### src/rtl/spi_hold_pkg.sv
package spi_hold_pkg;
  localparam int BYTE_W  = 8;
  localparam int OPC_W   = 4;
  localparam int DEV_W   = 2;
  localparam int RADDR_W = 4;
  localparam int OPC_LSB = BYTE_W - OPC_W;
  localparam int DEV_LSB = OPC_LSB - DEV_W;
  localparam int CNT_W   = $clog2(BYTE_W);

  localparam logic [OPC_W-1:0] OPC_WR = 4'h2;
  localparam logic [OPC_W-1:0] OPC_RD = 4'h3;

  typedef enum logic [1:0] {PH_CMD, PH_ADDR, PH_DATA, PH_TAIL} phase_e;
endpackage

### src/rtl/spi_in_sync.sv
module spi_in_sync #(
  parameter int         W       = 4,
  parameter int         STAGES  = 2,
  parameter logic [W-1:0] RST_VAL = '0
) (
  input  logic         clk,
  input  logic         rst_n,
  input  logic [W-1:0] d,
  output logic [W-1:0] q
);
  logic [STAGES-1:0][W-1:0] chain;

  generate
    if (STAGES == 1) begin : g_one
      always_ff @(posedge clk or negedge rst_n) begin
        if (!rst_n) chain[0] <= RST_VAL;
        else        chain[0] <= d;
      end
    end else begin : g_many
      always_ff @(posedge clk or negedge rst_n) begin
        if (!rst_n) begin
          for (int s = 0; s < STAGES; s++) chain[s] <= RST_VAL;
        end else begin
          chain[0] <= d;
          for (int s = 1; s < STAGES; s++) chain[s] <= chain[s-1];
        end
      end
    end
  endgenerate

  assign q = chain[STAGES-1];
endmodule

### src/rtl/spi_hold_ctl.sv
module spi_hold_ctl (
  input  logic clk,
  input  logic rst_n,
  input  logic sel,
  input  logic hold_lvl,
  input  logic sck_lvl,
  output logic paused
);
  always_ff @(posedge clk or negedge rst_n) begin
    if (!rst_n)        paused <= 1'b0;
    else if (!sel)     paused <= 1'b0;
    else if (!sck_lvl) paused <= !hold_lvl;
  end


  hold_enter_sck_low_chk: assert property (@(posedge clk) disable iff (!rst_n)
    $rose(paused) |-> !$past(sck_lvl));


  hold_leave_sck_low_chk: assert property (@(posedge clk) disable iff (!rst_n)
    $fell(paused) |-> (!$past(sck_lvl) || !$past(sel)));
endmodule

### src/rtl/spi_tx_shift.sv
module spi_tx_shift #(
  parameter int W = 8
) (
  input  logic         clk,
  input  logic         rst_n,
  input  logic         clr,
  input  logic         load,
  input  logic [W-1:0] load_data,
  input  logic         shift,
  output logic         so_bit,
  output logic         driving
);
  logic [W-1:0] sr;
  logic         loaded;

  always_ff @(posedge clk or negedge rst_n) begin
    if (!rst_n) begin
      sr <= '0; loaded <= 1'b0; so_bit <= 1'b0; driving <= 1'b0;
    end else if (clr) begin
      sr <= '0; loaded <= 1'b0; so_bit <= 1'b0; driving <= 1'b0;
    end else if (load) begin
      sr     <= load_data;
      loaded <= 1'b1;
    end else if (shift && loaded) begin
      so_bit  <= sr[W-1];
      sr      <= {sr[W-2:0], 1'b0};
      driving <= 1'b1;
    end
  end


  drive_after_fall_chk: assert property (@(posedge clk) disable iff (!rst_n)
    $rose(driving) |-> $past(shift));


  drive_needs_load_chk: assert property (@(posedge clk) disable iff (!rst_n)
    driving |-> loaded);
endmodule

### src/rtl/spi_hold_slave.sv
module spi_hold_slave
  import spi_hold_pkg::*;
#(
  parameter int SYNC_STAGES = 2
) (
  input  logic               clk,
  input  logic               rst_n,
  input  logic               cs_n,
  input  logic               sck,
  input  logic               si,
  input  logic               hold_n,
  input  logic [DEV_W-1:0]   dev_id,
  output logic               so,
  output logic               so_oe,
  output logic               wr_valid,
  output logic [RADDR_W-1:0] wr_addr,
  output logic [BYTE_W-1:0]  wr_data,
  output logic               rd_req,
  output logic [RADDR_W-1:0] rd_addr,
  input  logic [BYTE_W-1:0]  rd_data
);
  localparam int NPIN = 4;

  logic [NPIN-1:0] pins_s;
  logic cs_hi, sck_s, si_s, hold_s;
  logic sck_d, cs_d, armed, paused;
  logic sck_rise, sck_fall, cs_fall, step, byte_done;
  logic [CNT_W-1:0]  bit_cnt;
  logic [BYTE_W-1:0] shreg, next_byte;
  logic [OPC_W-1:0]  opc;
  logic              hit;
  logic [RADDR_W-1:0] reg_addr;
  phase_e            phase;
  logic              tx_driving;

  spi_in_sync #(.W(NPIN), .STAGES(SYNC_STAGES), .RST_VAL(4'b1000)) i_sync (
    .clk(clk), .rst_n(rst_n), .d({hold_n, si, sck, cs_n}), .q(pins_s));

  assign {hold_s, si_s, sck_s, cs_hi} = pins_s;

  always_ff @(posedge clk or negedge rst_n) begin
    if (!rst_n) begin
      sck_d <= 1'b0; cs_d <= 1'b0; armed <= 1'b0;
    end else begin
      sck_d <= sck_s;
      cs_d  <= cs_hi;
      if (cs_hi)        armed <= 1'b0;
      else if (cs_fall) armed <= 1'b1;
    end
  end

  assign sck_rise  = sck_s & ~sck_d;
  assign sck_fall  = ~sck_s & sck_d;
  assign cs_fall   = ~cs_hi & cs_d;
  assign step      = armed & ~cs_hi & ~paused & sck_rise;
  assign byte_done = step && (bit_cnt == CNT_W'(BYTE_W - 1));
  assign next_byte = {shreg[BYTE_W-2:0], si_s};

  spi_hold_ctl i_hold (
    .clk(clk), .rst_n(rst_n), .sel(armed & ~cs_hi), .hold_lvl(hold_s),
    .sck_lvl(sck_s), .paused(paused));

  always_ff @(posedge clk or negedge rst_n) begin
    if (!rst_n) begin
      bit_cnt <= '0; shreg <= '0; phase <= PH_CMD; opc <= '0; hit <= 1'b0;
      reg_addr <= '0; wr_valid <= 1'b0; wr_data <= '0; rd_req <= 1'b0;
    end else begin
      wr_valid <= 1'b0;
      rd_req   <= 1'b0;
      if (cs_hi) begin
        bit_cnt <= '0; shreg <= '0; phase <= PH_CMD; hit <= 1'b0;
      end else if (step) begin
        shreg   <= next_byte;
        bit_cnt <= bit_cnt + 1'b1;
        if (byte_done) begin
          bit_cnt <= '0;
          if (phase != PH_TAIL) phase <= phase_e'(phase + 2'd1);
          case (phase)
            PH_CMD: begin
              opc <= next_byte[BYTE_W-1:OPC_LSB];
              hit <= (next_byte[OPC_LSB-1:DEV_LSB] == dev_id) &&
                     ((next_byte[BYTE_W-1:OPC_LSB] == OPC_WR) ||
                      (next_byte[BYTE_W-1:OPC_LSB] == OPC_RD));
            end
            PH_ADDR: begin
              reg_addr <= next_byte[RADDR_W-1:0];
              rd_req   <= hit && (opc == OPC_RD);
            end
            PH_DATA: begin
              if (hit && (opc == OPC_WR)) begin
                wr_valid <= 1'b1;
                wr_data  <= next_byte;
              end
            end
            default: ;
          endcase
        end
      end
    end
  end

  assign wr_addr = reg_addr;
  assign rd_addr = reg_addr;

  spi_tx_shift #(.W(BYTE_W)) i_tx (
    .clk(clk), .rst_n(rst_n), .clr(cs_hi), .load(rd_req), .load_data(rd_data),
    .shift(sck_fall & armed & ~paused), .so_bit(so), .driving(tx_driving));

  assign so_oe = tx_driving & ~paused & ~cs_hi;


  wr_single_pulse_chk: assert property (@(posedge clk) disable iff (!rst_n)
    wr_valid |=> !wr_valid);


  rd_single_pulse_chk: assert property (@(posedge clk) disable iff (!rst_n)
    rd_req |=> !rd_req);


  hold_keeps_pos_chk: assert property (@(posedge clk) disable iff (!rst_n)
    ($past(paused) && !$past(cs_hi)) |-> $stable(bit_cnt));


  unarmed_quiet_chk: assert property (@(posedge clk) disable iff (!rst_n)
    !$past(armed) |-> (!wr_valid && !rd_req));
endmodule

### config.mk
export PLATFORM = sky130hd
export DESIGN_NAME = spi_hold_slave
export DESIGN_NICKNAME = d
export VERILOG_FILES = /design/src/rtl/spi_hold_pkg.sv /design/src/rtl/spi_in_sync.sv /design/src/rtl/spi_hold_ctl.sv /design/src/rtl/spi_tx_shift.sv /design/src/rtl/spi_hold_slave.sv
export SDC_FILE = /design/constraint.sdc
export NUM_CORES = 1
export LEC_CHECK = 0
export ABC_AREA = 1
export BUFFER_PORTS_ARGS = -buffer_cell sky130_fd_sc_hd__buf_2
export CORE_ASPECT_RATIO = 0.7
export CORE_UTILIZATION = 60
export DETAILED_ROUTE_END_ITERATION = 7
export GPL_TIMING_DRIVEN = 1
export PLACE_DENSITY = 0.84
export SYNTH_ARGS = -nofsm -noshare
export SYNTH_HDL_FRONTEND = slang
export SYNTH_SLANG_ARGS = --single-unit
export TNS_END_PERCENT = 10
### constraint.sdc
create_clock -name clk -period 2.08 [get_ports clk]
set_input_delay 0.312 -clock clk [delete_from_list [all_inputs] [get_ports clk]]
set_output_delay 0.312 -clock clk [all_outputs]
set_load 0.02 [all_outputs]
==> flow_summary.toml, run 1 <==
[worst_setup_path]
path_cells = "clkinv_4 -> nand3_4 -> nor2_8 -> nand2_2 -> inv_2 -> nand2_1 -> nand2_1 -> nand2_1"
cp.required_ps = 2280
r2r-start = "i_sync.q[0]"
cp_slowest_cell = "dfrtp_1"
cp_max_fo = 22
crit_path_max_incr_delay_ps = 520
critPathKind = "register to register"
path_depth = 8
setup.worst_path.start_class = "register"
crit_family = "simple AND/OR/NAND/NOR gates"
timing.reg2reg.setup_slack_ps = 390
crit_buf_inv = 2
end_kind = "register"
crit_path_frequent_cell = "nand2_1"
reg2reg_to = "rd_addr[0]"
arrival_ps = 1890
ff2ff_path_depth = 8

[global_route]
grt_pass1_wl_um = 7440
grt_max_degree = 55
antenna_found_initial = 0
grt_pass1_vias = 1586
grtUsageTotal_pct = 24.0
gr-total-overflow = 0

[cells_and_area]
stdcell_count = 341
seqCellArea_sq_um = 1350
final_common_cell = "nand2_1"
syn2layout_area_growth_pct = 12.2
drive_gt1_share_pct = 18.9
multi_input_area_sq_um = 831
fin_nets = 312
diodes = 0
fillCellCount = 293
final_cell_mix = "82 x nand2_1, 52 x dfrtp_1, 35 x buf_2"

[die]
die_x_um = 76.9
die_h_um = 54.4
initial_utilization_pct = 64.6
core_sq_um = 3650
io_pins = 36
core.rowCount = 18
dieArea_sq_um = 4190

[timing]
rsz0062_at_grt = "false"
fin_skew_ps = 7.14
post-route-period-util_pct = 81.3
tns_ps = 0
fmax_ghz = 0.591
period_minus_slack_ps = 1690
report.final.setup_viol = 0
setup_ws_ps = 388
slew_headroom_pct = 57.1
tightest_slew_ps = 644
finalHoldViolations = 0
maxSlewViolCount = 0

[placement]
port-buffer-count = 35
dp_hpwl_um = 3170
place.gp.congestion = 0.788
dp_cells = 333
dp_slack_ps = 410

[routing]
ant_nets = 0
wl_per_cell_um = 13.1
drc = 0
num_vias = 1807
viasPerCell = 5.30
drtIter0Drc = 179
first_pass_iters = 5
routed_wl_um = 4470

[synth]
avgSynthCellArea_sq_um = 9.21
ys_warn_count = 0
synth-seq-area-share_pct = 57.4
ys_types = 27
synthCells = 256
ys_ff_latch = 54
synth_area_sq_um = 2360
syn_nets = 278

[clock_network]
postCtsResizedCells = 0
clock_latency_ps = 300
clockBufferDepth = 2
cts.sink_count = 54
cts-root-buf = "clkbuf_8"
cts_inserted_buffers = 5
post-cts-setup-buffers = 0
cts_tree = "done"
hold_buffers = 0
clk_pin_slew_ps = 90
h-tree-depth = 2

[status]
status = "complete, no violations"

[pwr]
powerDensity_nw_per_um2 = 699
leakagePower_uw = 0.00144
ir_drop_mv = 0.611

[hold_path]
hold_path_depth = 1
hold_end = "i_sync.chain[3]"
hold_path_class = "primary input to register"
hold_start = "hold_n"

[flow_run]
cap_violations = 0
-- Yosys cell counts (all sizes together) --
library cell | count | share of area [%]
a211oi | 1 | 0.32
a21oi | 3 | 0.64
buf | 8 | 2.7
clkbuf | 1 | 0.16
clkinv | 1 | 0.37
dfrtp | 52 | 55
dfstp | 2 | 2.2
ha | 6 | 3.2
inv | 26 | 4.1
nand2 | 84 | 14
nand3 | 26 | 6.5
nand4 | 2 | 0.53
nor2 | 19 | 3.7
nor3 | 1 | 0.69
o21ai | 15 | 3.2
o22ai | 6 | 1.6
xnor2 | 2 | 0.74
xor2 | 1 | 0.37
-- state kept, by name (all words and copies together) (netlist names), 3 cells and up --
signal / cells
bit_cnt: 3
i_sync.chain: 4
i_sync.q: 4
i_tx.sr: 8
opc: 4
rd_addr: 4
shreg: 7
wr_data: 8
-- power by group --
group	internal [uW]	switching, uW
combinational	26.7	60.0
clock	354	326
sequential	1070	15.1
total	1450	401
-- how the worst max path moves through the flow --
| stage | start | end |
|---|---|---|
| floorplan | phase[0] | wr_data[0] |
| CTS | i_sync.q[0] | rd_addr[0] |
| global route | i_sync.q[0] | rd_addr[0] |
| finish | i_sync.q[0] | rd_addr[0] |
| detailed placement | i_sync.q[0] | rd_addr[0] |
| global placement | i_sync.q[0] | rd_addr[0] |
-- area by class of cell --
cell class                 count  share of cell area (%)
inverter                      27                    4.02
timing repair buffer          36                    6.91
tap                           50                    2.37
clock buffer                   5                    2.60
clock inverter                 3                    1.51
sequential                    54                    51.2
multi-input combinational    166                    31.4
-- worst register-to-register path, delay by kind of cell (launching register included) --
family,cells,cell delay (ps)
DFF,1,520
and+or+nand+nor,6,680
buffers and inverters,2,410
-- routing by layer --
metal | vias to the layer above | routed length, um | global-route usage [%]
li1 | 877 | - | -
met1 | 855 | 2150 | 34.8
met2 | 69 | 2020 | 36.2
met3 | 6 | 256 | 5.00
met4 | 0 | 48 | 9.29
met5 | - | 0 | 0
-- through the flow --
stage	total power, uW	instance area, sq um	hold slack [ps]	utilization [%]
floorplan	1140	2360	16.4	-
global placement	1180	2540	333	69.5
detailed placement	1190	2540	335	69.5
CTS	1860	2650	93.1	72.5
global route	1910	2650	89.8	72.5
finish	1850	2650	102	72.5
-- cell families after synthesis --
logic type / count (synthesis) / share of synthesized area [%]
fa+ha+maj: 6 / 3.18
compound gates: 25 / 5.73
simple gates: 132 / 25.2
flops: 54 / 57.4
xor+xnor: 3 / 1.11
buf+inv: 36 / 7.32
Power figures use the tool's default switching activity.
==> inputs of run 2 (changes only) <==
Settings changed: CORE_UTILIZATION 60 to 56, PLACE_DENSITY 0.84 to 0.79.
Clock period 2.08 ns to 1.7 ns, I/O delays scaled along.
==> run 2 against run 1 <==
  * Sequential power up 22%
  * Core utilization down 4.4 points
  * Sequential share of layout area down 1.1 points
  * Cell count rose by 2.1%
  * Largest cell class unchanged
  * Global-route usage shrank 0.99 points
  * Largest power group unchanged
==> flow_summary.toml, run 2 (synthesized netlist as in run 1, its figures left out) <==
[cells_and_area]
reg.largest.list = "i_tx.sr x8, wr_data x8, shreg x7"
syn2layout_area_growth_pct = 14.8
stdcell_count = 348
diodes = 0
final_common_cell = "nand2_1"
drive_gt1_share_pct = 19.9
final_cell_mix = "82 x nand2_1, 52 x dfrtp_1, 35 x buf_2"
final_util_pct = 68.1
fin_nets = 317

[clock_network]
cts_inserted_buffers = 5
h-tree-depth = 2
clockBufferDepth = 2
cts_tree = "done"
cts.sink_count = 54
cts-root-buf = "clkbuf_8"
clock_latency_ps = 320
clk_pin_slew_ps = 100

[placement]
dp_cells = 339
dp_hpwl_um = 3250
dp_slack_ps = 200
port-buffer-count = 35
place.gp.congestion = 0.828

[timing]
finalHoldViolations = 0
fmax_ghz = 0.650
report.final.setup_viol = 0
tns_ps = 0
fin_skew_ps = 6.13
post-route-period-util_pct = 90.5
period_minus_slack_ps = 1540
slew_headroom_pct = 73.4
maxSlewViolCount = 0
setup_ws_ps = 161
timing.hold.ws_ps = 26.2
rsz0062_at_grt = "false"
tightest_slew_ps = 398

[pwr]
combPwrFrac_pct = 5.3
seqPwrFrac_pct = 57.2
swShare_pct = 22.6
powerDensity_nw_per_um2 = 853
leakagePower_uw = 0.00146
p_clk_share_pct = 37.5
power_switching_uw = 523
ir_drop_mv = 0.605
p_int_uw = 1790

[routing]
drc = 0
num_vias = 1757
routed_wl_um = 4450
viasPerCell = 5.05
drtIter0Drc = 134
ant_nets = 0
first_pass_iters = 4
wl_per_cell_um = 12.8

[worst_setup_path]
cp_max_fo = 9
setup.worst_path.start_class = "register"
cp.required_ps = 1910
end_kind = "register"
ff2ff_path_depth = 7
timing.reg2reg.setup_slack_ps = 160
critPathKind = "register to register"
reg2reg_to = "wr_data[6]"
r2r-start = "phase[0]"
arrival_ps = 1750

[global_route]
grt_max_degree = 55
gr-total-overflow = 0
grt_pass1_vias = 1680
grt_pass1_wl_um = 7650
grtUsageTotal_pct = 23.0
antenna_found_initial = 0

[hold_path]
hold_start = "hold_n"
hold_path_depth = 1
hold_path_class = "primary input to register"
hold_end = "i_sync.chain[3]"

[die]
die_h_um = 56.3
die_x_um = 79.5
core.rowCount = 19
initial_utilization_pct = 59.4
io_pins = 36
core_sq_um = 3970
dieArea_sq_um = 4480

[status]
status = "complete, no violations"

[flow_run]
cap_violations = 0
==> run 2: cell type report <==
cell class | instances | area (sq um)
clock buffers | 5 | 68.8
clock inverters | 3 | 45.0
fillers | 310 | 1260
inverters | 27 | 106
multi-input cells | 166 | 831
flip-flops and latches | 54 | 1350
well taps | 52 | 65.1
repair buffers | 41 | 235
==> run 2: power groups by stage <==
stage	Sequential [uW]	Clock [uW]	Combinational, uW
finish	1320	866	123
detailed placement	1350	0	121
global route	1320	933	141
CTS	1320	876	125
global placement	1340	0	119
floorplan	1340	0	57.7
==> run 2: per-stage QoR <==
step                      power [uW]  cell area [sq um]
after global placement          1460               2580
after CTS                       2320               2710
after detailed placement        1470               2580
final                           2310               2710
after floorplan                 1400               2360
after global routing            2400               2710
==> run 2: worst max-delay path, stage by stage, from the launching register on <==
cell,delay (ps)
dfrtp_1,440
inv_1,100
ha_1,160
nand3_1,110
nor3_4,340
nand2_4,140
nand2_1,80
nand2_1,60
==> run 2: per-layer routing <==
layer | part of all wire (%) | track usage [%] | vias up
met1 | 51 | 34.4 | 822
met4 | 0.47 | 5.45 | 0
met5 | 0 | 0 | -
met2 | 43 | 32.6 | 44
li1 | - | - | 889
met3 | 5.4 | 7.64 | 2
==> run 2: worst max-delay path by stage <==
| stage | startpoint | endpoint | cells past startpoint | slack, ps |
|---|---|---|---|---|
| after global placement | phase[0] | wr_data[4] | 7 | 240 |
| after floorplan | phase[0] | wr_data[0] | 7 | 350 |
| final | phase[0] | wr_data[6] | 7 | 160 |
| after detailed placement | phase[0] | wr_data[6] | 7 | 200 |
| after CTS | phase[0] | wr_data[6] | 7 | 180 |
| after global routing | phase[0] | wr_data[3] | 7 | 7 |
==> run 2: repair_timing <==
item | 4_1_cts | 5_1_grt
setup buffers | 0 | 0
hold endpoints to repair | 52 | 0
hold buffers | 1 | 0
gates resized for setup | 0 | 0
